### config.mk
export PLATFORM = sky130hd
export DESIGN_NAME = uart_int_ident
export DESIGN_NICKNAME = d
export VERILOG_FILES = /design/src/rtl/uart_int_pkg.sv /design/src/rtl/pend_latch.sv /design/src/rtl/int_prio_enc.sv /design/src/rtl/id_out_reg.sv /design/src/rtl/uart_int_ident.sv
export SDC_FILE = /design/constraint.sdc
export NUM_CORES = 1
export LEC_CHECK = 0
export BUFFER_PORTS_ARGS = -buffer_cell sky130_fd_sc_hd__buf_4
export CAP_MARGIN = 15
export CORE_AREA = 3 3 40 42
export CTS_CLUSTER_DIAMETER = 60
export DETAILED_ROUTE_END_ITERATION = 12
export DIE_AREA = 0 0 43 45
export PLACE_DENSITY_LB_ADDON = 0.08
export SKIP_CTS_REPAIR_TIMING = 1
export SYNTH_ARGS = -nofsm -noshare
export SYNTH_HDL_FRONTEND = slang
export SYNTH_HIERARCHICAL = 1
export SYNTH_SLANG_ARGS = --single-unit
### constraint.sdc
create_clock -name clk -period 2 [get_ports clk]
set_input_delay 0.2 -clock clk [delete_from_list [all_inputs] [get_ports clk]]
set_output_delay 0.2 -clock clk [all_outputs]
set_load 0.005 [all_outputs]
### src/rtl/uart_int_pkg.sv
package uart_int_pkg;
  localparam int IER_W  = 4;
  localparam int IIR_W  = 8;
  localparam int NLAT   = 4;  // latched sources
  // latched source indices
  localparam int S_LS   = 0;
  localparam int S_TO   = 1;
  localparam int S_TH   = 2;
  localparam int S_MS   = 3;
  // enable bit positions
  localparam int E_RX   = 0;
  localparam int E_TH   = 1;
  localparam int E_LS   = 2;
  localparam int E_MS   = 3;
  // identification codes, bits 3:1
  localparam logic [2:0] C_LS = 3'b011;
  localparam logic [2:0] C_RX = 3'b010;
  localparam logic [2:0] C_TO = 3'b110;
  localparam logic [2:0] C_TH = 3'b001;
  localparam logic [2:0] C_MS = 3'b000;
  localparam logic [IIR_W-1:0] IIR_IDLE = 8'h01;
endpackage

### src/rtl/pend_latch.sv
module pend_latch #(
  parameter int W = 4
) (
  input  logic         clk,
  input  logic         rst,
  input  logic [W-1:0] set,
  input  logic [W-1:0] clr,
  output logic [W-1:0] q
);
  for (genvar i = 0; i < W; i++) begin : g_bit
    always_ff @(posedge clk) begin
      if (rst)         q[i] <= 1'b0;
      else if (set[i]) q[i] <= 1'b1;
      else if (clr[i]) q[i] <= 1'b0;
    end
  end
endmodule

### src/rtl/int_prio_enc.sv
module int_prio_enc
  import uart_int_pkg::*;
(
  input  logic [NLAT-1:0]  pend,
  input  logic             rx_lvl,
  input  logic [IER_W-1:0] ier,
  input  logic             fifo_mode,
  output logic [IIR_W-1:0] id
);
  logic ls_on, rx_on, to_on, th_on, ms_on, any_on;
  logic [2:0] code;

  always_comb begin
    ls_on  = pend[S_LS] & ier[E_LS];
    rx_on  = rx_lvl & ier[E_RX];
    to_on  = pend[S_TO] & ier[E_RX] & fifo_mode;
    th_on  = pend[S_TH] & ier[E_TH];
    ms_on  = pend[S_MS] & ier[E_MS];
    any_on = ls_on | rx_on | to_on | th_on | ms_on;
    if (ls_on)      code = C_LS;
    else if (rx_on) code = C_RX;
    else if (to_on) code = C_TO;
    else if (th_on) code = C_TH;
    else            code = C_MS;
    id = {{2{fifo_mode}}, 2'b00, code, ~any_on};
  end
endmodule

### src/rtl/id_out_reg.sv
module id_out_reg #(
  parameter int               W   = 8,
  parameter logic [W-1:0]     RST = '0
) (
  input  logic         clk,
  input  logic         rst,
  input  logic [W-1:0] d,
  output logic [W-1:0] q,
  output logic         irq
);
  always_ff @(posedge clk) begin
    if (rst) begin
      q   <= RST;
      irq <= ~RST[0];
    end else begin
      q   <= d;
      irq <= ~d[0];
    end
  end
endmodule

### src/rtl/uart_int_ident.sv
module uart_int_ident
  import uart_int_pkg::*;
(
  input  logic             clk,
  input  logic             rst,
  input  logic [IER_W-1:0] ier,
  input  logic             fifo_mode,
  input  logic             ls_err_evt,
  input  logic             rx_trig_lvl,
  input  logic             rx_tmo_evt,
  input  logic             thr_empty_evt,
  input  logic             msr_chg_evt,
  input  logic             rd_lsr,
  input  logic             rd_rbr,
  input  logic             rd_iir,
  input  logic             wr_thr,
  input  logic             rd_msr,
  output logic [IIR_W-1:0] iir,
  output logic             irq
);
  logic [NLAT-1:0]  set_v, clr_v, pend;
  logic [IIR_W-1:0] id_nxt;
  logic             th_seen;

  // holding-register source is serviced by a read that reports it
  assign th_seen = rd_iir && (iir[3:0] == {C_TH, 1'b0});

  always_comb begin
    set_v       = '0;
    clr_v       = '0;
    set_v[S_LS] = ls_err_evt;
    set_v[S_TO] = rx_tmo_evt;
    set_v[S_TH] = thr_empty_evt;
    set_v[S_MS] = msr_chg_evt;
    clr_v[S_LS] = rd_lsr;
    clr_v[S_TO] = rd_rbr;
    clr_v[S_TH] = wr_thr | th_seen;
    clr_v[S_MS] = rd_msr;
  end

  pend_latch #(.W(NLAT)) u_pend (
    .clk(clk), .rst(rst), .set(set_v), .clr(clr_v), .q(pend)
  );

  int_prio_enc u_enc (
    .pend(pend), .rx_lvl(rx_trig_lvl), .ier(ier),
    .fifo_mode(fifo_mode), .id(id_nxt)
  );

  id_out_reg #(.W(IIR_W), .RST(IIR_IDLE)) u_out (
    .clk(clk), .rst(rst), .d(id_nxt), .q(iir), .irq(irq)
  );
endmodule

==> run_results.csv <==
group,metric,value,unit
cells_and_area,final_layout_size_suffix_gt1_frac,0.3671,
critical_path,endpoint_kind,"flip-flop",
timing,min_period,1.003,ns
clocking,htree_levels,1,
critical_path,worstPathMaxFanout,3,
routing,drtAntennaViolNets,0,
die,core_area,0.001285,sq mm
run,drv_cap,0,
pwr,sequentialPowerShare,0.557,
synth,syn-instance-count,53,
grt,grt_overflow,0,
clocking,insertion_delay,0.26,ns
timing,finalSetupTns,0,ns
clocking,cts_buffer_depth,2,
grt,busiest_layer,"met2",
pwr,power,0.5071,mW
timing,setup_viol,0,
clocking,cts_tree,"yes",
die,io_pins,26,
pwr,internal_power,0.3990,mW
synth,netlist_area,503.0,sq um
grt,grt_max_degree,14,
clocking,cts_num_sinks,13,
clocking,clk_pin_slew_worst_paths,0.07,ns
die,die_width,43,um
placed_design,placed_area,683.2,sq um
die,start_util,0.3914,
run_status,status,"finished, final reports clean",
timing,rsz0062_at_grt,"false",
timing,hold_viol_final,0,
routing,vias,410,
clocking,clockRootBuffer,"clkbuf_4",
timing,max_clock_freq,0.9973,GHz
pwr,power_frac_comb,0.142,
cells_and_area,syn_to_final_growth,41.04,%
routing,routed_wl,924,um
clocking,cts_buffers,3,
grt,grt.met3_usage,0.05179,
cells_and_area,final_area,709.4,sq um
grt,use_met1,0.1078,
placed_design,gp_congestion,0.7102,
placed_design,portBuffers,25,
cells_and_area,nNetsFinal,97,
routing,wl_per_cell,9.830,um
synth,syn_avg_cell_area,9.490,sq um
hold_path,hold_path.class,"input pin to flip-flop",
synth,synth_seq_cells,13,
placed_design,hpwl,776.8,um
synth,yosysUniqueCellTypes,18,
pwr,power_frac_clock,0.301,
routing,drc,0,
pwr,swShare,0.2131,
die,rows,13,
pwr,cellLeakagePower,0.3448,nW
grt,grt_antenna_before_repair,0,
pwr,p_switching,0.1081,mW
routing,drt_iter0_drc,3,
pwr,peakVddDrop,336.6,uV
die,die_h,45,um
timing,maxSlewViolCount,0,
grt,grt_use_met2,0.1796,
pwr,power_density,714.7,mW/mm^2
cells_and_area,n_fill_cell,133,
die,fp.dieArea,0.001935,sq mm
grt,grt_pass1_wl,1490,um
critical_path,critPathRequiredTime,2.21,ns
timing,timing.hold.ws,0.1639,ns
grt,grt_pass1_vias,397,
cells_and_area,multi_input_area,193.9,sq um
routing,via_per_inst,4.362,
synth,yosysWarningCount,6,
cells_and_area,n_antenna_cell,0,
cells_and_area,seqCellArea,260.3,sq um
routing,drt_first_pass_iters,4,
critical_path,start_kind,"flip-flop",
timing,period_share,0.5014,
critical_path,worstSetupPathType,"flip-flop to flip-flop",
timing,fin_skew,0.0005258,ns
grt,grt_use_total,0.1030,
critical_path,critPathArrivalTime,1.21,ns
synth,seq_area_frac_synth,0.5174,
-- power by group through the flow --
stage          Clock [mW]  Combinational (mW)  Sequential (mW)
2_1_floorplan           0              0.0298            0.289
4_1_cts             0.160              0.0732            0.283
3_3_place_gp            0              0.0723            0.289
3_5_place_dp            0              0.0731            0.289
6_report            0.152              0.0719            0.283
5_1_grt             0.174              0.0805            0.284
-- final cells by class --
class / count / area share
Sequential cell: 13 / 0.3668
Inverter: 6 / 0.03175
Clock buffer: 4 / 0.03704
Multi-Input combinational cell: 31 / 0.2734
Timing Repair Buffer: 25 / 0.2646
Tap cell: 15 / 0.02646
-- Yosys cell counts --
library cell	count	area, sq um
conb_1	1	3.750
o311ai_1	1	8.760
nand2_1	3	11.26
or2_1	1	6.260
o21a_1	1	7.510
a222oi_1	1	10.01
nor2b_1	7	43.79
o21ai_0	1	5.000
nor2_1	1	3.750
nand2b_1	4	25.02
nand3b_1	1	7.510
and4b_1	1	10.01
a21oi_1	5	25.02
inv_1	6	22.52
and2_1	1	6.260
o41ai_2	1	16.27
dfxtp_1	13	260.3
buf_4	4	30.03
-- state kept, by name (all words and copies together), names as in the netlist --
name       count
u_out/irq      1
u_out/q        8
u_pend/q       4
-- layer usage --
metal,vias to the layer above,share of wire
met4,0,0.0087
met3,2,0.091
li1,221,-
met1,171,0.42
met2,16,0.48
met5,-,0
-- final timing paths --
check / start / to / slack [ns] / depth (start not counted)
max reg2reg: u_pend/q[0] / u_out/q[0] / 1.0 / 3
max: u_pend/q[0] / u_out/q[0] / 1.0 / 3
min reg2reg: u_pend/q[3] / u_pend/q[3] / 0.48 / 2
min: fifo_mode / u_out/q[6] / 0.16 / 2
-- kinds of logic (layout without fill, tap and decap cells) --
| family | after synthesis | in the layout | synth area share |
|---|---|---|---|
| other | 1 | 2 | 0.007456 |
| buffers and inverters | 10 | 35 | 0.1045 |
| AND/OR/NAND/NOR | 19 | 19 | 0.2264 |
| flip-flops | 13 | 13 | 0.5174 |
| AO/OA/AOI/OAI | 10 | 10 | 0.1443 |
-- critical path: stages, from the launching register on --
cell	delay, ns
dfxtp_1	0.32
a222oi_1	0.35
o21a_1	0.18
or2_1	0.10
-- through the flow --
stage	setup slack (ns)	instances	utilization
final	0.9973	94	0.5521
after global routing	0.9573	94	0.5521
after CTS	0.9855	94	0.5521
after detailed placement	1.005	90	0.5316
after global placement	1.042	90	0.5316
after floorplan	1.080	54	-
-- cells in the final DEF, fill, tap and decap left out --
| cell type | count |
|---|---|
| clkbuf_1 | 1 |
| nand2b_1 | 4 |
| conb_1 | 2 |
| o311ai_1 | 1 |
| and4b_1 | 1 |
| a222oi_1 | 1 |
| o21a_1 | 1 |
| nor2b_1 | 7 |
| a21oi_1 | 5 |
| nand2_1 | 3 |
| nand3b_1 | 1 |
| o41ai_2 | 1 |
| or2_1 | 1 |
| inv_1 | 6 |
| o21ai_0 | 1 |
| dfxtp_1 | 13 |
| and2_1 | 1 |
| buf_4 | 25 |
| nor2_1 | 1 |
| clkbuf_4 | 3 |
(Power assumes the default switching activity.)
